[src/rtl/gain_ramp_pkg.sv]
package gain_ramp_pkg;
  localparam int CODE_MAX = 119;
  localparam int CODE_W   = $clog2(CODE_MAX + 1);

  typedef struct packed {
    logic              mute;
    logic [CODE_W-1:0] code;
  } gain_state_t;
endpackage

[src/rtl/ramp_goal_sel.sv]
module ramp_goal_sel
  import gain_ramp_pkg::*;
#(
  parameter int MAX_CODE = CODE_MAX,
  parameter int W        = CODE_W
) (
  input  logic [W-1:0] target_code,
  input  logic         pdn_req,
  output logic [W-1:0] tgt_clamped,
  output gain_state_t  goal
);
  localparam logic [W-1:0] MAX_V = W'(MAX_CODE);

  always_comb begin
    tgt_clamped = (target_code > MAX_V) ? MAX_V : target_code;
    if (pdn_req) begin
      goal.mute = 1'b1;
      goal.code = '0;
    end else begin
      goal.mute = 1'b0;
      goal.code = tgt_clamped;
    end
  end
endmodule

[src/rtl/ramp_pacer.sv]
module ramp_pacer (
  input  logic clk,
  input  logic rst,
  input  logic sample_stb,
  input  logic interval_two,
  input  logic soft_en,
  input  logic at_goal,
  output logic fire
);
  logic half_done;

  always_comb begin
    fire = sample_stb && !at_goal &&
           (!soft_en || !interval_two || half_done);
  end

  always_ff @(posedge clk) begin
    if (rst) begin
      half_done <= 1'b0;
    end else if (at_goal || !soft_en || !interval_two) begin
      half_done <= 1'b0;
    end else if (sample_stb) begin
      half_done <= ~half_done;
    end
  end

  // in two-strobe mode no step follows a strobe whose pair counter was empty
  assert_pair_spacing_R4: assert property (@(posedge clk) disable iff (rst)
    (soft_en && interval_two && sample_stb && !half_done) |-> !fire);
endmodule

[src/rtl/ramp_stepper.sv]
module ramp_stepper
  import gain_ramp_pkg::*;
#(
  parameter int W = CODE_W
) (
  input  logic        clk,
  input  logic        rst,
  input  gain_state_t goal,
  input  logic        soft_en,
  input  logic        fire,
  output logic        at_goal,
  output gain_state_t st,
  output gain_state_t st_nxt
);
  gain_state_t one_step;

  always_comb begin
    at_goal  = (st == goal);
    one_step = st;
    if (st.mute) begin
      one_step.mute = 1'b0;
      one_step.code = '0;
    end else if (goal.mute) begin
      if (st.code == '0) begin
        one_step.mute = 1'b1;
      end else begin
        one_step.code = st.code - 1'b1;
      end
    end else if (st.code < goal.code) begin
      one_step.code = st.code + 1'b1;
    end else begin
      one_step.code = st.code - 1'b1;
    end

    if (!fire)        st_nxt = st;
    else if (soft_en) st_nxt = one_step;
    else              st_nxt = goal;
  end

  always_ff @(posedge clk) begin
    if (rst) begin
      st.mute <= 1'b1;
      st.code <= '0;
    end else begin
      st <= st_nxt;
    end
  end

  // applied gain holds when no sample strobe arrives
  assert_hold_without_fire_R3: assert property (@(posedge clk) disable iff (rst)
    !fire |=> $stable(st));

  // a soft step between two unmuted states changes the code by at most one
  assert_single_step_R3: assert property (@(posedge clk) disable iff (rst)
    (soft_en && !st.mute) |=> (st.mute ||
      (($past(st.code) >= st.code) ? ($past(st.code) - st.code) : (st.code - $past(st.code))) <= 1));

  // leaving mute by a soft step always lands on code 0
  assert_unmute_at_zero_R5: assert property (@(posedge clk) disable iff (rst)
    (soft_en && st.mute) |=> (st.mute || st.code == '0));

  // muted state always presents code 0
  assert_mute_code_zero_R5: assert property (@(posedge clk) disable iff (rst)
    st.mute |-> st.code == '0);
endmodule

[src/rtl/ramp_status.sv]
module ramp_status
  import gain_ramp_pkg::*;
#(
  parameter int W = CODE_W
) (
  input  logic        clk,
  input  logic        rst,
  input  gain_state_t st,
  input  gain_state_t st_nxt,
  input  logic [W-1:0] tgt_clamped,
  input  logic        pdn_req,
  output logic        at_target,
  output logic        pdn_done
);
  always_ff @(posedge clk) begin
    if (rst) begin
      at_target <= 1'b0;
      pdn_done  <= 1'b0;
    end else begin
      at_target <= !st_nxt.mute && (st_nxt.code == tgt_clamped);
      pdn_done  <= pdn_req && st.mute;
    end
  end

  // the powered-down report only ever accompanies mute
  assert_done_only_muted_R7: assert property (@(posedge clk) disable iff (rst)
    pdn_done |-> st.mute);

  // the reached flag is never raised while muted
  assert_target_not_muted_R8: assert property (@(posedge clk) disable iff (rst)
    at_target |-> !st.mute);
endmodule

[src/rtl/gain_ramp_ctrl.sv]
module gain_ramp_ctrl
  import gain_ramp_pkg::*;
#(
  parameter int MAX_CODE = CODE_MAX,
  parameter int W        = CODE_W
) (
  input  logic         clk,
  input  logic         rst,
  input  logic [W-1:0] target_code,
  input  logic         sample_stb,
  input  logic         interval_two,
  input  logic         soft_en,
  input  logic         pdn_req,
  output logic [W-1:0] gain_code,
  output logic         muted,
  output logic         at_target,
  output logic         pdn_done
);
  gain_state_t  goal, st, st_nxt;
  logic [W-1:0] tgt_clamped;
  logic         at_goal, fire;

  ramp_goal_sel #(.MAX_CODE(MAX_CODE), .W(W)) u_goal (
    .target_code(target_code), .pdn_req(pdn_req),
    .tgt_clamped(tgt_clamped), .goal(goal));

  ramp_pacer u_pacer (
    .clk(clk), .rst(rst), .sample_stb(sample_stb), .interval_two(interval_two),
    .soft_en(soft_en), .at_goal(at_goal), .fire(fire));

  ramp_stepper #(.W(W)) u_step (
    .clk(clk), .rst(rst), .goal(goal), .soft_en(soft_en), .fire(fire),
    .at_goal(at_goal), .st(st), .st_nxt(st_nxt));

  ramp_status #(.W(W)) u_stat (
    .clk(clk), .rst(rst), .st(st), .st_nxt(st_nxt), .tgt_clamped(tgt_clamped),
    .pdn_req(pdn_req), .at_target(at_target), .pdn_done(pdn_done));

  assign gain_code = st.code;
  assign muted     = st.mute;

  // applied code never leaves the legal range
  assert_code_in_range_R1: assert property (@(posedge clk) disable iff (rst)
    gain_code <= W'(MAX_CODE));
endmodule

[config.mk]
export PLATFORM = sky130hd
export DESIGN_NAME = gain_ramp_ctrl
export DESIGN_NICKNAME = d
export VERILOG_FILES = /design/src/rtl/gain_ramp_pkg.sv /design/src/rtl/ramp_goal_sel.sv /design/src/rtl/ramp_pacer.sv /design/src/rtl/ramp_stepper.sv /design/src/rtl/ramp_status.sv /design/src/rtl/gain_ramp_ctrl.sv
export SDC_FILE = /design/constraint.sdc
export NUM_CORES = 1
export LEC_CHECK = 0
export ABC_AREA = 1
export ABC_CLOCK_PERIOD_IN_PS = 2500
export BUFFER_PORTS_ARGS = -buffer_cell sky130_fd_sc_hd__buf_4
export CAP_MARGIN = 10
export CORE_MARGIN = 2
export CORE_UTILIZATION = 35
export CTS_BUF_LIST = sky130_fd_sc_hd__clkbuf_8
export DETAILED_ROUTE_END_ITERATION = 8
export GPL_TIMING_DRIVEN = 0
export SYNTH_ARGS = -nofsm -noshare
export SYNTH_HDL_FRONTEND = slang
export SYNTH_HIERARCHICAL = 1
export SYNTH_SLANG_ARGS = --single-unit
[constraint.sdc]
create_clock -name clk -period 2.5 [get_ports clk]
set_input_delay 0.125 -clock clk [delete_from_list [all_inputs] [get_ports clk]]
set_output_delay 0.125 -clock clk [all_outputs]
set_load 0.01 [all_outputs]
; Word-level counts from Yosys, hierarchy flattened
; Cells that the tools add are included.
[word_totals]
word_cells = 36
out_inout_bits = 10
in_bits = 13
reg_bits = 11
[op_classes]
magnitude_cmp = 2
muxes = 10
n_reduce_logical = 14
n_addsub = 2
eq_ne = 2
n_bitwise = 1
[op_table]
columns = cell, n
row1 = 8-bit 2-to-1 mux, 4
row2 = 7-bit 2-to-1 mux, 4
row3 = 8-bit == test, 1
row4 = "7-bit by 1-bit adder with 7-bit output, second input constant", 1
row5 = 7-bit == test, 1
row6 = "7-bit greater-than comparator, second input constant", 1
row7 = 7-bit zero test, 1
row8 = 7-bit < comparator, 1
row9 = "7-bit by 1-bit subtractor with 7-bit output, second input constant", 1
row10 = 1-bit logical AND, 4
row11 = 1-bit zero test, 4
row12 = 1-bit logical OR, 4
row13 = 1-bit 2-to-1 mux, 2
row14 = 2-bit OR reduction, 1
row15 = 1-bit inverter, 1

; Logic depth before layout (Yosys ltp)
[logic_depth]
ltp_word = 11
ltp_mapped = 23
depth_no_buf = 22

; By module
; Netlist, hierarchy kept.
[by_module_without_submodules]
columns = module, seq_area_each_um2, area_each_um2, instances, cells_each
row1 = ramp_stepper, 160.2, 1086.0, 1, 185
row2 = ramp_status, 40.0, 207.7, 1, 46
row3 = ramp_goal_sel, 0.0, 101.3, 1, 25
row4 = ramp_pacer, 20.0, 70.1, 1, 14

; Worst setup path after synthesis
; No wires, ideal clock.
[synth_path]
kind = reg2reg
startpoint = reg, netlist name u_step/st[0]
endpoint = reg u_stat.at_target
stages_incl_launch_ff = 20
setup_time_ns = 0.064
path_buffers = 1
period_less_slack_ns = 2.379
arrival_time_ns = 2.315
required_ns = 2.436
path_slack_ns = 0.121
path_cell_list = dfxtp_1 -> inv_1 -> ha_1 -> nand3_1 -> nor4_1 -> inv_1 -> nand2_1 -> a21oi_1 -> inv_1 -> clkbuf_1 -> a21oi_1 -> nand2_1 -> nand2_1 -> inv_1 -> inv_1 -> nand2_1 -> nand2_1 -> nor2_1 -> nand2_1 -> nor2_1
[synth_lines]
columns = element, line_no
row1 = end signal: assignment, ramp_status.sv:20  ; at_target <= !st_nxt.mute && (st_nxt.code == tgt_clamped);
row2 = end: declaration, ramp_status.sv:12  ; output logic at_target,

==> impl_results.md <==
- Area growth from synthesis to final layout: 26.9%
- # fillers: 453
- Final wirelength: between 3000 and 4000 um
- Worst Hold Depth: 2
- Vias per cell: between 4 and 5
- DRC errors left: 0
- Max-cap violations: 0
- Yosys Warn Count: 6
- Max Clk Rate: 445 MHz
- First-pass GRT wire length: 5910 um
- Post-synth top area cell: nand2_1
- Placer Congestion: ~0.85
- P_leak: approximately 1.1 nW
- Rows: 23
- Buffers on Ports: 22
- Final Hold Vio Count: 0
- CTS Buf Count: 3
- Vias: around 1.6k
- Max IR drop VDD: roughly 220 uV
- Root Driver: clkbuf_8
- Synth top area share: between 20% and 30%
- Antenna viol nets, final: 0
- I/O Pins: 23
- Post-Layout Cell Count: roughly 350
- Design area: 1860 um2
- Final Critical Period: around 2.2 ns
- Hold WC Path Type: in -> reg
- Data arrival, critical path: approximately 2.4 ns
- Initial antenna violation count: 0
- Crit share post-route: 89.9%
- Number of global-route vias before repair: 1374
- Die H: 68.7 um
- Core area: around 4000 um2
- Cells on worst reg2reg path: 19
- Startpoint types: input port
- Utilization after layout: between 40% and 50%
- Cells after Synth: 270
- GRT Util Overall: 17.0%
- Crit path capture type: flip-flop
- Die ar.: around 4700 um2
- Bufs on Longest Clock Path: 2
- Synth Register Bits: 11
- Setup Skew: about 0.0022 ns
- Skew-Pair Late Insertion Delay: approximately 0.24 ns
- Grt ovf: 0
- Syn Area/Cell: between 5 and 6 um2
- Worst slew pin tran: a little under 0.4 ns
- Syn Nets: approximately 290
- Post-DP HPWL: slightly above 3000 um
- Crit-path cells: buf_4, nand2_2, nor2_4, nor2_1, nor2_1, inv_1, ha_4, nand3_2, nor4_4, inv_1, nand2_2, a21oi_4, inv_4, buf_8, a21oi_1, nand2_1, nand2_2, inv_2, inv_1, nand2_1, nand2_1, nor2_1, nand2_1, nor2_1
- CP required: 2.68 ns
- DP Cell Count: ~340
- First-pass DRT Iterations: 4
- Clock Sinks: 11
- Sequential share of the synthesized area: about 15%
- Ratio of cells with drive above 1 in the final layout: between 20% and 30%
- Crit-path max cell delay: about 0.28 ns
- Synth top area cells: nand2_1 (23%), dfxtp_1 (15%), inv_1 (15%)
- Mapped cell area: ~1500 um2
- Initial DRC count: between 50 and 60
- CP max-delay cell: ha_4
- H-tree Lvls: 1
- Setup CP Type: in -> reg
- Hold buffers post-CTS: 0
- Die X: ~69 um
- Final setup viols: 0
- Area after DPL: 1690 um2
- Final #Nets: 322
- Routed WL per cell: 10.7 um
- Antenna cells: 0
- CTS tree: done
- Initial Util: a little over a third
- Largest net degree at the start of global routing: 11
- Status: completed
- Slew Viols, Final: 0
- Pwr Density: around 420 nW/um2
- Worst-path clk slew: ~0.050 ns
- Critical Path Fanout Max: 5
- Worst slew margin: 74.1%
- Synth cell types: 26
-- routing by layer --
metal | track usage, % | share of wire (%)
met1 | 22.1 | 48
met2 | 29.1 | 48
met3 | 1.46 | 3.0
met4 | 6.62 | 1.6
met5 | 0 | 0
-- metrics by stage --
stage	setup TNS [ns]	hold slack, ns	total power [W]	setup WS [ns]
floorplan	0	0.197	0.000465	0.121
global placement	-1.53	0.324	0.000558	-0.551
detailed placement	-1.60	0.330	0.000561	-0.560
CTS	0	0.0717	0.000751	0.0119
global route	-0.00637	0.0789	0.000845	-0.00637
finish	0	0.0728	0.000774	0.253
-- final timing paths --
check | startpoint | end | slack, ns
setup / recovery | target_code[5] | u_stat/at_target | 0.25
hold / removal | rst | u_stat/pdn_done | 0.07
setup reg to reg | u_step/st[0] | u_stat/at_target | 0.25
hold reg to reg | u_pacer/half_done | u_pacer/half_done | 0.51
-- layout by cell type, fill, tap and decap left out, drive strengths merged, types with 2 or more instances in the layout --
| cell | instances |
|---|---|
| a21oi | 11 |
| buf | 29 |
| clkbuf | 7 |
| dfxtp | 11 |
| ha | 10 |
| inv | 63 |
| nand2 | 89 |
| nand3 | 24 |
| nand4 | 4 |
| nor2 | 35 |
| o21ai | 5 |
| xnor2 | 2 |
| xor2 | 4 |
-- cell usage after synthesis --
cell	number
nor2_4	2
xor2_1	4
o21ai_0	2
nor4_1	1
or2_1	1
dfxtp_1	11
o211ai_1	1
a21oi_1	10
clkbuf_1	4
ha_1	10
a21oi_4	1
nand3_2	4
o21a_1	1
inv_2	5
buf_4	1
nor2_1	30
buf_6	3
o21ai_1	3
buf_1	1
inv_1	57
nand2_1	88
xnor2_1	2
nand2_2	1
nor2_2	3
nand4_1	4
nand3_1	20
-- layout make-up --
| class | instances | area (um2) | share of cell area, % |
|---|---|---|---|
| buffer | 9 | 71.3 | 3.84 |
| multi-input combinational | 188 | 1020 | 54.9 |
| clock inverter | 1 | 3.75 | 0.202 |
| clock buffer | 3 | 41.3 | 2.22 |
| sequential | 11 | 226 | 12.2 |
| inverter | 62 | 235 | 12.7 |
| timing repair buffer | 24 | 198 | 10.6 |
| tap | 50 | 62.6 | 3.36 |
-- power by group --
part	total, W	internal, W	switching [W]	leakage (nW)
logic	0.000389	0.000158	0.000231	0.951
clock network	0.000177	0.000108	0.0000691	0.0269
registers	0.000207	0.000188	0.0000192	0.0919
total	0.000774	0.000455	0.000319	1.07
-- cells by family after synthesis --
group / Yosys count / synth area share [%]
AOI/OAI and AO/OA: 18 / 7.26
xor gates and xnor gates: 6 / 3.59
adders and majority gates: 10 / 8.54
buffers and inverters: 71 / 20.0
DFF: 11 / 15.0
and+or+nand+nor: 154 / 45.6
-- state kept, by name, indices dropped and copies added (netlist names) --
signal	count
u_pacer/half_done	1
u_step/st	8
u_stat/at_target	1
u_stat/pdn_done	1
-- worst max-delay path: cells and delay by family --
kind | cells | cell delay, ns
and+or+nand+nor | 14 | 1.33
AOI/OAI and AO/OA | 2 | 0.10
adders and majority gates | 1 | 0.28
buffers and inverters | 7 | 0.57
-- what timing repair did --
action / in CTS / in global routing
gates cloned: 0 / 1
endpoints found under the setup margin: 7 / 1
pin swaps: 3 / 4
buffers inserted: 0 / 1
gates resized for setup: 8 / 22
No activity file was read; power rests on OpenSTA's default activity.
